### config.mk
export PLATFORM = sky130hd
export DESIGN_NAME = dbg_event_router
export DESIGN_NICKNAME = d
export VERILOG_FILES = /design/src/rtl/dbg_evt_pkg.sv /design/src/rtl/dbg_cfg_regs.sv /design/src/rtl/dbg_train_mon.sv /design/src/rtl/dbg_evt_vector.sv /design/src/rtl/dbg_sel_out.sv /design/src/rtl/dbg_event_router.sv
export SDC_FILE = /design/constraint.sdc
export NUM_CORES = 1
export LEC_CHECK = 0
export ABC_CLOCK_PERIOD_IN_PS = 5300
export BUFFER_PORTS_ARGS = -buffer_cell sky130_fd_sc_hd__buf_4
export CAP_MARGIN = 20
export CORE_MARGIN = 2
export CORE_UTILIZATION = 53
export CTS_CLUSTER_SIZE = 30
export DETAILED_ROUTE_END_ITERATION = 12
export MAX_ROUTING_LAYER = met4
export PLACE_DENSITY = 0.71
export SYNTH_ARGS = -nofsm -noshare
export SYNTH_HDL_FRONTEND = slang
export SYNTH_SLANG_ARGS = --single-unit
### constraint.sdc
create_clock -name clk -period 5.3 [get_ports clk]
set_input_delay 0.53 -clock clk [delete_from_list [all_inputs] [get_ports clk]]
set_output_delay 0.53 -clock clk [all_outputs]
set_load 0.02 [all_outputs]
### src/rtl/dbg_evt_pkg.sv
// Package: shared sizes, selector address map and event positions.
// Assumes a 32-position event space, so each position fits in 5 bits.
package dbg_evt_pkg;
    localparam int EVT_N      = 32;
    localparam int IDX_W      = $clog2(EVT_N);
    localparam int N_TRIG     = 11;
    localparam int N_LANE     = 4;
    localparam int N_ERR      = 6;
    localparam int N_STATE    = 8;
    localparam int N_SEL      = N_TRIG + N_LANE + 4;
    localparam int N_OUT      = N_SEL - 2;
    localparam int ADDR_W     = 5;
    localparam int CFG_DW     = (N_ERR > IDX_W) ? N_ERR : IDX_W;
    localparam int ERR_FLD_W  = 4;

    // selector address map
    localparam int SEL_LANE0  = N_TRIG;
    localparam int SEL_NBINJ  = N_TRIG + N_LANE;
    localparam int SEL_ERRINJ = SEL_NBINJ + 1;
    localparam int SEL_QSTART = SEL_NBINJ + 2;
    localparam int SEL_QSTOP  = SEL_NBINJ + 3;
    localparam int ADDR_MASK  = N_SEL;

    // event positions
    localparam int EV_STATE0  = 1;
    localparam int EV_LANEIN0 = 9;
    localparam int EV_QUAL    = 24;
    localparam int EV_ERR0    = 25;

    typedef enum logic [2:0] {
        LS_DISABLE, LS_CALIB, LS_TRAIN, LS_TEST,
        LS_POLL, LS_CONFIG, LS_L0, LS_L0S_RECAL
    } link_state_e;

    typedef logic [IDX_W-1:0] evt_idx_t;
endpackage

### src/rtl/dbg_cfg_regs.sv
// Selector and mask registers written through an address/data port.
// Assumes addresses past the mask register are ignored.
module dbg_cfg_regs
    import dbg_evt_pkg::*;
(
    input  logic                    clk,
    input  logic                    rst_n,
    input  logic                    cfg_we,
    input  logic [ADDR_W-1:0]       cfg_addr,
    input  logic [CFG_DW-1:0]       cfg_wdata,
    output evt_idx_t                sel_all [N_SEL],
    output logic [N_ERR-1:0]        err_mask
);
    // Load the selector addressed by the write port.
    always_ff @(posedge clk) begin
        for (int i = 0; i < N_SEL; i++) begin
            if (!rst_n)
                sel_all[i] <= '0;
            else if (cfg_we && cfg_addr == ADDR_W'(i))
                sel_all[i] <= cfg_wdata[IDX_W-1:0];
        end
    end

    // Load the error mask when its address is written.
    always_ff @(posedge clk) begin
        if (!rst_n)
            err_mask <= '0;
        else if (cfg_we && cfg_addr == ADDR_W'(ADDR_MASK))
            err_mask <= cfg_wdata[N_ERR-1:0];
    end
endmodule

### src/rtl/dbg_train_mon.sv
// Clock-training monitor: counts changes of the sampled line over fixed
// windows of WIN_UI cycles and pulses viol_o on the last cycle of a window
// with fewer than MIN_TRANS changes. Windows restart whenever active drops.
module dbg_train_mon #(
    parameter int WIN_UI    = 512,
    parameter int MIN_TRANS = 6
) (
    input  logic clk,
    input  logic rst_n,
    input  logic active,
    input  logic line_i,
    output logic viol_o
);
    localparam int CNT_W = $clog2(WIN_UI);
    localparam int TR_W  = $clog2(MIN_TRANS + 1);

    logic             line_q;
    logic [CNT_W-1:0] ui_cnt;
    logic [TR_W-1:0]  tr_cnt;
    logic [TR_W-1:0]  tr_next;
    logic             chg;

    // Remember the previous line sample to detect a change.
    always_ff @(posedge clk) begin
        if (!rst_n) line_q <= 1'b0;
        else        line_q <= line_i;
    end

    // Saturating change count including this cycle.
    always_comb begin
        chg     = line_i ^ line_q;
        tr_next = (tr_cnt == TR_W'(MIN_TRANS)) ? tr_cnt : tr_cnt + TR_W'(chg);
    end

    // Advance the window and flag a sparse one at its end.
    always_ff @(posedge clk) begin
        if (!rst_n || !active) begin
            ui_cnt <= '0;
            tr_cnt <= '0;
            viol_o <= 1'b0;
        end else if (ui_cnt == CNT_W'(WIN_UI - 1)) begin
            ui_cnt <= '0;
            tr_cnt <= '0;
            viol_o <= (tr_next < TR_W'(MIN_TRANS));
        end else begin
            ui_cnt <= ui_cnt + 1'b1;
            tr_cnt <= tr_next;
            viol_o <= 1'b0;
        end
    end
endmodule

### src/rtl/dbg_evt_vector.sv
// Builds the 32-position event vector from state, lanes, flag and errors.
// Purely combinational; positions not listed stay zero.
module dbg_evt_vector
    import dbg_evt_pkg::*;
(
    input  logic [2:0]           link_state,
    input  logic [N_LANE-1:0]    lanes_in,
    input  logic                 qual_q,
    input  logic                 failover,
    input  logic                 crc_err,
    input  logic                 thermal,
    input  logic                 train_viol,
    input  logic                 unimpl,
    input  logic [ERR_FLD_W-1:0] ferr_hi,
    input  logic [ERR_FLD_W-1:0] nerr_hi,
    input  logic [N_ERR-1:0]     err_mask,
    output logic [EVT_N-1:0]     evt_vec
);
    logic [N_ERR-1:0] raw_err;

    // Assemble every event position.
    always_comb begin
        raw_err = {(|ferr_hi) | (|nerr_hi), unimpl, train_viol, thermal, crc_err, failover};
        evt_vec = '0;
        for (int i = 0; i < N_STATE; i++)
            evt_vec[EV_STATE0 + i] = (link_state == 3'(i));
        evt_vec[EV_LANEIN0 +: N_LANE] = lanes_in;
        evt_vec[EV_QUAL]              = qual_q;
        evt_vec[EV_ERR0 +: N_ERR]     = raw_err & ~err_mask;
    end
endmodule

### src/rtl/dbg_sel_out.sv
// One multiplexer per output selector, followed by one register stage.
module dbg_sel_out
    import dbg_evt_pkg::*;
(
    input  logic             clk,
    input  logic             rst_n,
    input  logic [EVT_N-1:0] evt_vec,
    input  evt_idx_t         sel_all [N_SEL],
    output logic [N_OUT-1:0] out_q
);
    logic [N_OUT-1:0] pick;

    for (genvar g = 0; g < N_OUT; g++) begin : g_mux
        assign pick[g] = evt_vec[sel_all[g]];
    end

    // Register the selected events.
    always_ff @(posedge clk) begin
        if (!rst_n) out_q <= '0;
        else        out_q <= pick;
    end
endmodule

### src/rtl/dbg_event_router.sv
// Top: debug event selector with qualification flag.
// Assumes all inputs are synchronous to clk.
module dbg_event_router
    import dbg_evt_pkg::*;
#(
    parameter int WIN_UI    = 512,
    parameter int MIN_TRANS = 6
) (
    input  logic                 clk,
    input  logic                 rst_n,
    input  logic                 cfg_we,
    input  logic [4:0]           cfg_addr,
    input  logic [5:0]           cfg_wdata,
    input  logic [2:0]           link_state_i,
    input  logic                 train_line_i,
    input  logic                 failover_i,
    input  logic                 crc_err_i,
    input  logic                 thermal_i,
    input  logic                 unimpl_i,
    input  logic [3:0]           ferr_hi_i,
    input  logic [3:0]           nerr_hi_i,
    input  logic [3:0]           evbus_i,
    output logic [10:0]          trig_o,
    output logic [3:0]           evbus_o,
    output logic                 nb_inject_o,
    output logic                 err_inject_o,
    output logic                 qual_o
);
    evt_idx_t         sel_all [N_SEL];
    logic [N_ERR-1:0] err_mask;
    logic [EVT_N-1:0] evt_vec;
    logic [N_OUT-1:0] out_q;
    logic             train_viol;
    logic             qual_q;
    logic             q_start;
    logic             q_stop;

    dbg_cfg_regs u_regs (
        .clk(clk), .rst_n(rst_n), .cfg_we(cfg_we), .cfg_addr(cfg_addr),
        .cfg_wdata(cfg_wdata), .sel_all(sel_all), .err_mask(err_mask)
    );

    dbg_train_mon #(.WIN_UI(WIN_UI), .MIN_TRANS(MIN_TRANS)) u_train (
        .clk(clk), .rst_n(rst_n),
        .active(link_state_i == LS_TRAIN),
        .line_i(train_line_i), .viol_o(train_viol)
    );

    dbg_evt_vector u_vec (
        .link_state(link_state_i), .lanes_in(evbus_i), .qual_q(qual_q),
        .failover(failover_i), .crc_err(crc_err_i), .thermal(thermal_i),
        .train_viol(train_viol), .unimpl(unimpl_i), .ferr_hi(ferr_hi_i),
        .nerr_hi(nerr_hi_i), .err_mask(err_mask), .evt_vec(evt_vec)
    );

    dbg_sel_out u_out (
        .clk(clk), .rst_n(rst_n), .evt_vec(evt_vec),
        .sel_all(sel_all), .out_q(out_q)
    );

    // Pick the start and stop events of the qualification window.
    always_comb begin
        q_start = evt_vec[sel_all[SEL_QSTART]];
        q_stop  = evt_vec[sel_all[SEL_QSTOP]];
    end

    // Qualification flag: start sets, stop clears, start wins.
    always_ff @(posedge clk) begin
        if (!rst_n)       qual_q <= 1'b0;
        else if (q_start) qual_q <= 1'b1;
        else if (q_stop)  qual_q <= 1'b0;
    end

    assign trig_o       = out_q[N_TRIG-1:0];
    assign evbus_o      = out_q[SEL_LANE0 +: N_LANE];
    assign nb_inject_o  = out_q[SEL_NBINJ];
    assign err_inject_o = out_q[SEL_ERRINJ];
    assign qual_o       = qual_q;
endmodule

# Word level (Yosys, flattened, before mapping)
# Cells that the tools add are included.
# word_totals
out_inout_bits	18
regBits	133
word_cells	152
input_bits	34
# op_classes
muxes	41
bitwise	5
magnitude_cmp	20
n_eq_ne	28
n_addsub	2
n_reduce_logical	30
# op_table
operator	count
$lt 5x6->1 const B	19
$bmux 1 s5	19
$eq 5x4->1 const B	8
$mux 1	21
$eq 5x3->1 const B	4
$eq 5x5->1 const B	4
$logic_and 1x1->1	20
$eq 3x3->1 const B	5
$eq 5x2->1 const B	2
$add 9x1->9 const B	1
$eq 9x9->1 const B	1
$reduce_or 4->1	2
$and 6x6->6	1
$eq 3x2->1 const B	2
$not 6->6	1
$eq 5x1->1 const B	1
$logic_not 5->1	1
$reduce_or 2->1	2
$add 3x1->3	1
$eq 3x1->1 const B	1
$logic_not 3->1	1
$lt 3x3->1 const B	1
$mux 3	1
$logic_not 1->1	2
5 further kinds	5

# Logic depth before layout (Yosys ltp)
# Gate-level depths: netlist of the first run.
# logic_depth
word_depth	7
mapped_depth	8
ltp_nobuf	7

# Hierarchy
# Synthesis of the first run repeated with hierarchy kept, for this count alone.
# hier_totals
hier_cells	963
hier_area_um2	10595.2
# modules_own_cells
module	seq_area_each_um2	instances	area_per_inst_um2	cells_per_inst
dbg_sel_out	340.3	1	5425.2	444
dbg_cfg_regs	2021.9	1	3746.1	368
dbg_event_router	20.0	1	595.6	53
dbg_train_mon	280.3	1	578.1	62
dbg_evt_vector	0.0	1	250.2	36

# Least setup slack after synthesis of the first run
# No wires, ideal clock.
# synth_timing
path_type	in2reg
startpoint	input failover_i
endpoint	register u_out.out_q[10]
setup_slack_ps	3450
cell_stages	6
path_buffers	1
t_arrival_ps	1726
cell_sequence	nor2b_2 > buf_2 > mux4_2 > nor2b_1 > a311oi_1 > nor3_1
# synth_between
elab_chain_len	3
# synth_rtl
element	line_no	source
start: declaration	dbg_event_router.sv:16	input logic failover_i,
$and 6x6->6	dbg_evt_vector.sv:29	evt_vec[EV_ERR0 +: N_ERR] = raw_err & ~err_mask;
$bmux 1 s5	dbg_sel_out.sv:14	assign pick[g] = evt_vec[sel_all[g]];
$mux 1 (not written as such)	dbg_sel_out.sv:14	
end signal: assignment	dbg_sel_out.sv:20	else out_q <= pick;
end: declaration	dbg_sel_out.sv:9	output logic [N_OUT-1:0] out_q
# Every way passes these cells. The select of a mux whose other input is x is not followed.
# A chain may end at the register's enable or synchronous reset.

# Final worst setup path of the first run
# layout_timing
startpoint	input link_state_i[1]
endpoint	register qual_q (netlist: qual_o)
# layout_between
elab_chain_len	4
# layout_rtl
element	line_no	source
start: declaration	dbg_event_router.sv:14	input logic [2:0] link_state_i,
$eq 3x1->1, or another cell as far along	dbg_evt_vector.sv:26	evt_vec[EV_STATE0 + i] = (link_state == 3'(i));
$bmux 1 s5 (on tied branches)	dbg_event_router.sv:63, dbg_event_router.sv:64	
$mux 1 (on tied branches)	dbg_event_router.sv:63, dbg_event_router.sv:64	
$mux 1 / $reduce_bool 2->1 (equally long branches)	-	
end signal: assignment	dbg_event_router.sv:69	if (!rst_n) qual_q <= 1'b0;
end signal: assignment	dbg_event_router.sv:70	else if (q_start) qual_q <= 1'b1;
end signal: assignment	dbg_event_router.sv:71	else if (q_stop) qual_q <= 1'b0;
end: declaration	dbg_event_router.sv:34	logic qual_q;
# Parallel ways exist; a longest one is shown, timed or not. The select of a mux whose other input is x is not followed.

==> results.yml, run 1 <==
clocking:
  clock_latency_ns: 0.43
  postCtsSetupBuffers: 0
  numCtsBuffers: 17
  cts-root-buf: "clkbuf_16"
  numClockSinks: 133
  cts_tree: "yes"
  clkTransAtPathRegs_ns: 0.07
  post_cts_resized: 0
  hold_buffers: 0
  ctsLongestPathBuffers: 2
  cts-htree-levels: 4
die:
  dieArea_um2: 17300
  io_pins: 52
  core_area_um2: 15900
  die_h_um: 131
  fp.dieW_um: 131
  initial_core_util: 0.541
  num_rows: 46
min_path:
  hp-class: "in2reg"
worst_setup_path:
  crit_path_top_delay_cell: "and3b_1"
  crit_chain: "buf_4 > and3b_1 > nand2_1 > a41oi_1 > a22oi_1 > o31a_1"
  path_buf_inv: 1
  setup.worst_path.class: "in2reg"
  required_ns: 5.62
  max_stage_delay_ns: 0.95
  worstPathMaxFanout: 26
  crit_path_start_kind: "input pin"
  cp_top_family: "simple AND/OR/NAND/NOR gates"
  crit_arrival_ns: 2.66
  crit_path_end_kind: "register"
synth:
  yosysTopAreaCellShare: 0.310
  ys_ff_latch: 133
  synth_area_um2: 8600
  synth_area_per_cell_um2: 8.41
  syn_inst: 1023
  synth_cell_types: 64
  yosysWarnings: 0
  ys.flop_type: "dfxtp_1"
  yosysSeqAreaShare: 0.310
  synth_fp_nets: 1061
  async_flop_share: 0
  synth_edf_count: 0
  yosysTopAreaCell: "dfxtp_1"
  synth_area_leaders: "dfxtp_1 (31%), mux2i_1 (7.3%), nor2b_1 (6.2%)"
  yosys-top-cells-count: "dfxtp_1 (133), nor2b_1 (85), nand2_1 (72), clkbuf_1 (71)"
  yosysMostFrequentCell: "dfxtp_1"
outcome:
  outcome: "complete, no violations"
sta:
  fin_crit_ns: 2.35
  setup_tns_ns: 0
  rsz0062_at_grt: "false"
  tightest_slew_ns: 1.07
  setup_slack_ns: 2.95
  fmax_mhz: 426
  skew_ns: 0.00833
  relSlewSlack: 0.286
  slew_violations: 0
  period_share: 0.443
  hold_violations: 0
  setup_violations: 0
pwr:
  leakage_nw: 3.29
  ir_drop_mv: 0.244
  power_density_nw_per_um2: 269
finish:
  nets: 1013
  area_growth_pct: 9.11
  fillCellCount: 1467
  antenna_cells: 0
  postLayoutCoreUtil: 0.591
  layout-drive-gt1-share: 0.141
  stdcell_count: 1204
drt:
  wire_per_inst_um: 19.6
  drt_iter0_drc: 869
  viasPerCell: 6.24
  routed-via-count: 7511
  antenna_left: 0
  firstDrtPassIters: 5
  remaining_drc_errors: 0
  wl_mm: 23.6
placement:
  dp_slack_ns: 2.63
  hpwl_mm: 13.9
  io_buffers: 51
  dp_cells: 1172
  gp_congestion: 0.877
global_routing:
  grt_max_degree: 74
  grt-ovfl-total: 0
  antenna_found_initial: 0
  track_usage: 0.283
  grt_pass1_vias: 7048
  grt_pass1_wl_mm: 38.0
job:
  maxCapViolCount: 0
[cell usage in the layout (no fill, tap or decap), types with 3 or more instances in the layout]
master / synthesis / layout
nor2b_1: 85 / 85
buf_4: 8 / 58
clkbuf_16: 0 / 17
nand3_1: 65 / 65
nand4_1: 7 / 7
nand2b_1: 10 / 10
nor3b_1: 3 / 3
nor3_1: 12 / 12
a21boi_0: 50 / 50
o31ai_1: 23 / 23
bufinv_16: 0 / 4
a31oi_1: 10 / 10
and3_1: 4 / 4
or3_1: 3 / 3
o311ai_0: 4 / 4
a32o_1: 3 / 3
mux2_2: 18 / 18
a22oi_1: 17 / 17
a32oi_1: 18 / 18
a21oi_1: 15 / 15
inv_6: 0 / 6
o21ai_0: 39 / 39
clkinv_4: 0 / 3
mux4_2: 18 / 18
a311oi_1: 12 / 12
a221oi_1: 5 / 5
a211o_1: 15 / 15
nand2_1: 72 / 72
a211oi_1: 3 / 3
xor2_1: 22 / 22
nor2_1: 65 / 65
o2bb2ai_1: 4 / 4
mux2i_1: 63 / 63
dfxtp_1: 133 / 133
inv_1: 29 / 29
ha_1: 4 / 4
xnor2_1: 23 / 23
nand3b_1: 6 / 6
[final cells by class]
type / instances / area (um^2) / area share
clock buffers: 17 / 425 / 0.0453
flip-flops and latches: 133 / 2660 / 0.284
multi-input cells: 735 / 5260 / 0.561
clock inverters: 15 / 215 / 0.0229
repair buffers: 58 / 435 / 0.0464
well taps: 216 / 270 / 0.0288
inverters: 30 / 113 / 0.0120
[worst paths after layout]
path	startpoint	endpoint	slack, ns	depth (start not counted)
worst max-delay path	link_state_i[1]	qual_o	2.95	6
worst min-delay path	train_line_i	u_train.line_q	0.32	2
worst max register to register	u_regs.err_mask[0]	qual_o	2.96	5
worst min register to register	u_train.ui_cnt[0]	u_train.ui_cnt[0]	0.46	1
[stage by stage]
step                hold WS [ns]  total power [W]  instance area (um^2)
floorplan                  0.426          0.00117                  8600
global placement           0.443          0.00124                  8740
detailed placement         0.453          0.00124                  8740
CTS                        0.309          0.00254                  9380
global route               0.320          0.00260                  9380
finish                     0.322          0.00252                  9380
[registers in the layout (all words and copies together), names as in the netlist]
| name | flops |
|---|---|
| qual_o | 1 |
| u_train.tr_cnt | 3 |
| u_train.viol_o | 1 |
| u_regs.err_mask | 6 |
| u_regs.sel_all | 95 |
| u_train.line_q | 1 |
| u_out.out_q | 17 |
| u_train.ui_cnt | 9 |
[cells by family (layout without fill, tap and decap cells)]
group	count (synthesis)	in the layout	synth area share
and+or+nand+nor	355	355	0.220
adders and majority gates	4	4	0.00582
buffers and inverters	155	120	0.0786
muxes	99	99	0.144
DFF	133	133	0.310
AOI/OAI and AO/OA	232	232	0.197
xor gates and xnor gates	45	45	0.0458
[power by group]
| part | internal (W) | switching [W] | total, W |
|---|---|---|---|
| clock network | 0.000801 | 0.000502 | 0.00130 |
| logic | 0.0000743 | 0.000128 | 0.000203 |
| registers | 0.00101 | 0.0000115 | 0.00102 |
[worst register-to-register path: cells and delay by family (launching register included)]
kind	cells	cell delay (ns)
AO/OA/AOI/OAI	4	1.16
AND/OR/NAND/NOR	1	0.76
flip-flops	1	0.32
[routing by layer]
metal | part of all wire | GRT usage
met5 | 0 | -
met4 | 0.020 | 0.0948
met3 | 0.073 | 0.0532
met2 | 0.46 | 0.441
met1 | 0.45 | 0.372
No activity file was read; power rests on OpenSTA's default activity.
==> inputs of run 2 (changes only) <==
ABC_CLOCK_PERIOD_IN_PS = 2000   (was 5300)
PLACE_DENSITY = 0.74   (was 0.71)
clock period = 2 ns   (was 5.3 ns; I/O delays follow)
==> run 2 against run 1 <==
Effect of this change:
- combinational power grew to 2.8 times the previous value
- critical path depth down 5
- critical endpoint is now qual_o
- power grew to 2.6 times the previous value
- clock skew about the same
- worst setup slack got worse by 2.8 ns
- largest power group unchanged
- sequential power increased to 2.6 times the previous value
- register-to-register slack worse by 2.8 ns
- critical path type is now reg2out
- clock-buffer cell count up 1
- clock power increased by 150%
==> results.yml, run 2 (synthesized netlist as in run 1, its figures left out) <==
outcome:
  outcome: "complete, no violations"
sta:
  setup_slack_ns: 0.125
  skew_ns: 0.00801
  fmax_mhz: 533
  setup_violations: 0
  setup_tns_ns: 0
  slew_violations: 0
  fin_crit_ns: 1.87
  rsz0062_at_grt: "false"
  hold_violations: 0
  relSlewSlack: 0.362
  tightest_slew_ns: 0.955
  period_share: 0.937
die:
  core_area_um2: 15900
  die_h_um: 131
  dieArea_um2: 17300
  io_pins: 52
  fp.dieW_um: 131
  num_rows: 46
  initial_core_util: 0.541
finish:
  reg_top3: "u_regs.sel_all (95), u_out.out_q (17), u_train.ui_cnt (9)"
  mostFrequentLayoutCell: "dfxtp_1"
  fillCellCount: 1384
  layout-drive-gt1-share: 0.164
  area_growth_pct: 11.6
  final_cell_mix: "dfxtp_1 (133), nor2b_1 (85), buf_4 (85)"
  antenna_cells: 0
  regArea_um2: 2660
  top_register: "u_regs.sel_all"
  largest_reg_flops: 95
  multiInputGateArea_um2: 5270
  postLayoutCoreUtil: 0.604
  nets: 1043
placement:
  hpwl_mm: 14.1
  gp_congestion: 0.866
  dp_slack_ns: -0.166
  io_buffers: 51
global_routing:
  grt_max_degree: 123
  antenna_found_initial: 0
  grt_pass1_vias: 6991
  track_usage: 0.279
  grt_pass1_wl_mm: 37.4
  grt-ovfl-total: 0
pwr:
  ir_drop_mv: 0.733
  leakage_nw: 3.42
  p_total_w: 0.00647
  power_density_nw_per_um2: 674
drt:
  antenna_left: 0
  wl_mm: 23.5
  wire_per_inst_um: 19.0
  routed-via-count: 7631
  drt_iter0_drc: 947
  viasPerCell: 6.18
  remaining_drc_errors: 0
  firstDrtPassIters: 5
worst_setup_path:
  r2r-start: "qual_o"
  crit_arrival_ns: 1.67
  max_stage_delay_ns: 0.95
  setup.worst_path.start: "qual_o"
  setup.worst_path.class: "reg2out"
  crit_path_start_kind: "register"
  crit_chain: "buf_4"
  required_ns: 1.80
  cp_top_family: "flip-flops"
  reg2reg_slack_ns: 0.16
  crit_path_end_kind: "output pin"
  r2r-end: "u_out.out_q[1]"
  path_buf_inv: 1
  r2r_cells: 4
  crit_path_top_delay_cell: "dfxtp_1"
  worstPathMaxFanout: 21
clocking:
  numCtsBuffers: 17
  clkTransAtPathRegs_ns: 0.06
  clock_latency_ns: 0.43
  ctsLongestPathBuffers: 2
  numClockSinks: 133
  cts_tree: "yes"
  cts-htree-levels: 4
  cts-root-buf: "clkbuf_16"
min_path:
  holdPathEnd: "u_regs.err_mask[5]"
  min_from: "cfg_wdata[5]"
  hp-class: "in2reg"
  hold_path_depth: 3
job:
  maxCapViolCount: 0
[run 2: cell types whose count changed in the layout (fill, tap and decap cells not counted), sizes merged]
cell	before	now
dlygate4sd3	0	1
bufinv	4	2
clkinvlp	0	1
buf	58	87
clkbuf	17	18
[run 2: how the worst max path moves through the flow]
stage	to	slack [ns]	cells past startpoint
5_1_grt	u_train.tr_cnt[0]	0.08	7
6_report	qual_o	0.13	1
4_1_cts	qual_o	0.11	5
3_5_place_dp	qual_o	-0.17	5
2_1_floorplan	u_out.out_q[10]	0.34	5
3_3_place_gp	qual_o	-0.17	6
[run 2: power by group]
group	switching [W]	total, W	internal, W
clock network	0.00132	0.00320	0.00187
logic	0.000349	0.000575	0.000226
registers	0.0000290	0.00270	0.00267
[run 2: per-stage QoR]
stage / instance area (um^2) / instances / hold WS, ns
floorplan: 8600 / 1023 / 0.327
detailed placement: 8970 / 1199 / 0.430
global placement: 8970 / 1199 / 0.427
global route: 9600 / 1234 / 0.0481
finish: 9600 / 1234 / 0.0363
CTS: 9580 / 1232 / 0.0348
[run 2: cell type report]
cell class | count | share of cell area
tap | 216 | 0.0282
inverter | 30 | 0.0117
timing repair buffer | 88 | 0.0717
sequential | 133 | 0.277
clock buffer | 18 | 0.0447
clock inverter | 14 | 0.0173
multi-input combinational | 735 | 0.549
[run 2: routing by layer]
metal / global-route usage / vias up / wire length, um
li1: - / 3609 / -
met5: - / - / 0
met3: 0.0621 / 52 / 2070
met4: 0.0954 / 0 / 489
met1: 0.368 / 3599 / 10100
met2: 0.426 / 371 / 10800
[run 2: repair_timing]
item,4_1_cts,5_1_grt
pin swaps,0,0
gates cloned,0,0
endpoints found under the hold margin,1,0
endpoints found under the setup margin,1,1
hold buffers,1,0
gates resized for setup,1,0
setup buffers,0,2
==> inputs of run 3 (changes only) <==
CORE_ASPECT_RATIO = 1.2   (was unset)
==> run 3 against run 2 <==
Effect of this change:
- worst setup slack improved by 0.077 ns
- fmax grew 4.3%
- critical path depth grew 6
- combinational power increased by 1%
- clock power decreased by 4%
- utilization fell by 0.51 points
- cell count hardly changed
- final area grew 0.38%
- non-clock buffer count is 3 higher
- wire length increased by 0.74%
- clock-buffer cell count unchanged
- global-route usage up 0.48 points
==> results.yml, run 3 (synthesized netlist as in run 1, its figures left out) <==
worst_setup_path:
  crit_arrival_ns: 2.15
  r2r-end: "u_train.tr_cnt[0]"
  required_ns: 2.35
  crit_path_start_kind: "register"
  setup.worst_path.class: "reg2reg"
  crit_end: "u_train.tr_cnt[0]"
  worstPathMaxFanout: 12
  reg2reg_slack_ns: 0.20
  r2r-start: "u_train.ui_cnt[0]"
  setup.worst_path.start: "u_train.ui_cnt[0]"
  crit_path_end_kind: "register"
  r2r_cells: 7
pwr:
  power_density_nw_per_um2: 660
  leakage_nw: 3.44
  ir_drop_mv: 0.493
placement:
  dp_cells: 1197
  hpwl_mm: 14.4
  placedInstanceArea_um2: 9010
  gp_congestion: 0.866
  io_buffers: 51
die:
  initial_core_util: 0.535
  core_area_um2: 16100
  die_h_um: 144
  num_rows: 51
  io_pins: 52
  fp.dieW_um: 120
  dieArea_um2: 17300
finish:
  regArea_um2: 2660
  nets: 1046
  final_cell_mix: "dfxtp_1 (133), nor2b_1 (85), buf_4 (85)"
  mostFrequentLayoutCell: "dfxtp_1"
  fillCellCount: 1450
  reg_top3: "u_regs.sel_all (95), u_out.out_q (17), u_train.ui_cnt (9)"
  top_register: "u_regs.sel_all"
  antenna_cells: 0
  largest_reg_flops: 95
  stdcell_count: 1233
  finalInstanceArea_um2: 9630
  area_growth_pct: 12.0
  multiInputGateArea_um2: 5270
  layout-drive-gt1-share: 0.167
sta:
  hold_violations: 0
  period_share: 0.899
  skew_ns: 0.00581
  fin_crit_ns: 1.80
  relSlewSlack: 0.609
  tightest_slew_ns: 0.585
  setup_violations: 0
  slew_violations: 0
  rsz0062_at_grt: "false"
  fmax_mhz: 556
drt:
  firstDrtPassIters: 5
  viasPerCell: 6.17
  antenna_left: 0
  drt_iter0_drc: 689
  wire_per_inst_um: 19.2
  remaining_drc_errors: 0
  routed-via-count: 7607
  wl_mm: 23.7
clocking:
  numClockSinks: 133
  cts-htree-levels: 4
  cts-root-buf: "clkbuf_16"
  clock_latency_ns: 0.42
  ctsLongestPathBuffers: 2
  numCtsBuffers: 17
  clkTransAtPathRegs_ns: 0.06
  cts_tree: "yes"
outcome:
  outcome: "complete, no violations"
min_path:
  hp-class: "in2reg"
global_routing:
  grt_pass1_wl_mm: 37.4
  antenna_found_initial: 0
  track_usage: 0.284
  grt-ovfl-total: 0
  grt_max_degree: 78
  grt_pass1_vias: 7093
job:
  maxCapViolCount: 0
run 3: cell types whose count changed in the layout (fill, tap and decap cells not counted), sizes merged:
| cell | previous run | this run |
|---|---|---|
| clkinv | 5 | 6 |
| inv | 36 | 32 |
| buf | 87 | 90 |
| clkinvlp | 1 | 4 |
run 3: cell type report:
type                    instances  area share
clock buffers                  18      0.0446
flip-flops and latches        133       0.276
well taps                     212      0.0275
repair buffers                 91      0.0772
multi-input cells             735       0.547
clock inverters                14      0.0158
inverters                      30      0.0117
run 3: power by group:
part	internal, W	switching (W)
sequential	0.00267	0.0000272
clock	0.00184	0.00124
combinational	0.000229	0.000352
total	0.00474	0.00162
run 3: worst max-delay path, stage by stage (launching register included):
cell     delay, ns
dfxtp_1       0.34
ha_1          0.23
nand3_1       0.12
nor2_1        0.08
and3_1        0.18
ha_1          0.18
or2_2         0.41
nor3b_1       0.18
run 3: worst min-delay path by stage:
stage | startpoint | endpoint | slack, ns | cells past startpoint
finish | cfg_wdata[5] | u_regs.err_mask[5] | 0.09 | 3
detailed placement | train_line_i | u_train.line_q | 0.43 | 2
global route | cfg_wdata[5] | u_regs.err_mask[5] | 0.10 | 3
floorplan | train_line_i | u_train.line_q | 0.33 | 1
CTS | cfg_wdata[5] | u_regs.err_mask[5] | 0.09 | 3
global placement | train_line_i | u_train.line_q | 0.43 | 2
run 3: per-stage QoR:
stage               setup WS [ns]  TNS (ns)  hold slack (ns)  utilization  total power, W
global placement           -0.188    -0.188            0.427        0.560         0.00331
floorplan                   0.337         0            0.327            -         0.00311
finish                      0.202         0           0.0942        0.599         0.00636
CTS                        0.0166         0           0.0903        0.597         0.00640
global route               0.0718         0            0.104        0.599         0.00655
detailed placement         -0.229    -0.229            0.430        0.560         0.00331
run 3: repair_timing:
action	in CTS	in global routing
endpoints found under the hold margin	1	0
setup buffers	0	2
hold buffers	1	0
gates resized for setup	1	0
endpoints found under the setup margin	1	1
run 3: per-layer routing:
layer	track usage	vias up	routed length, um
li1	-	3615	-
met1	0.344	3623	9430
met2	0.467	310	11800
met3	0.0532	59	1760
met4	0.119	0	684
met5	-	-	0
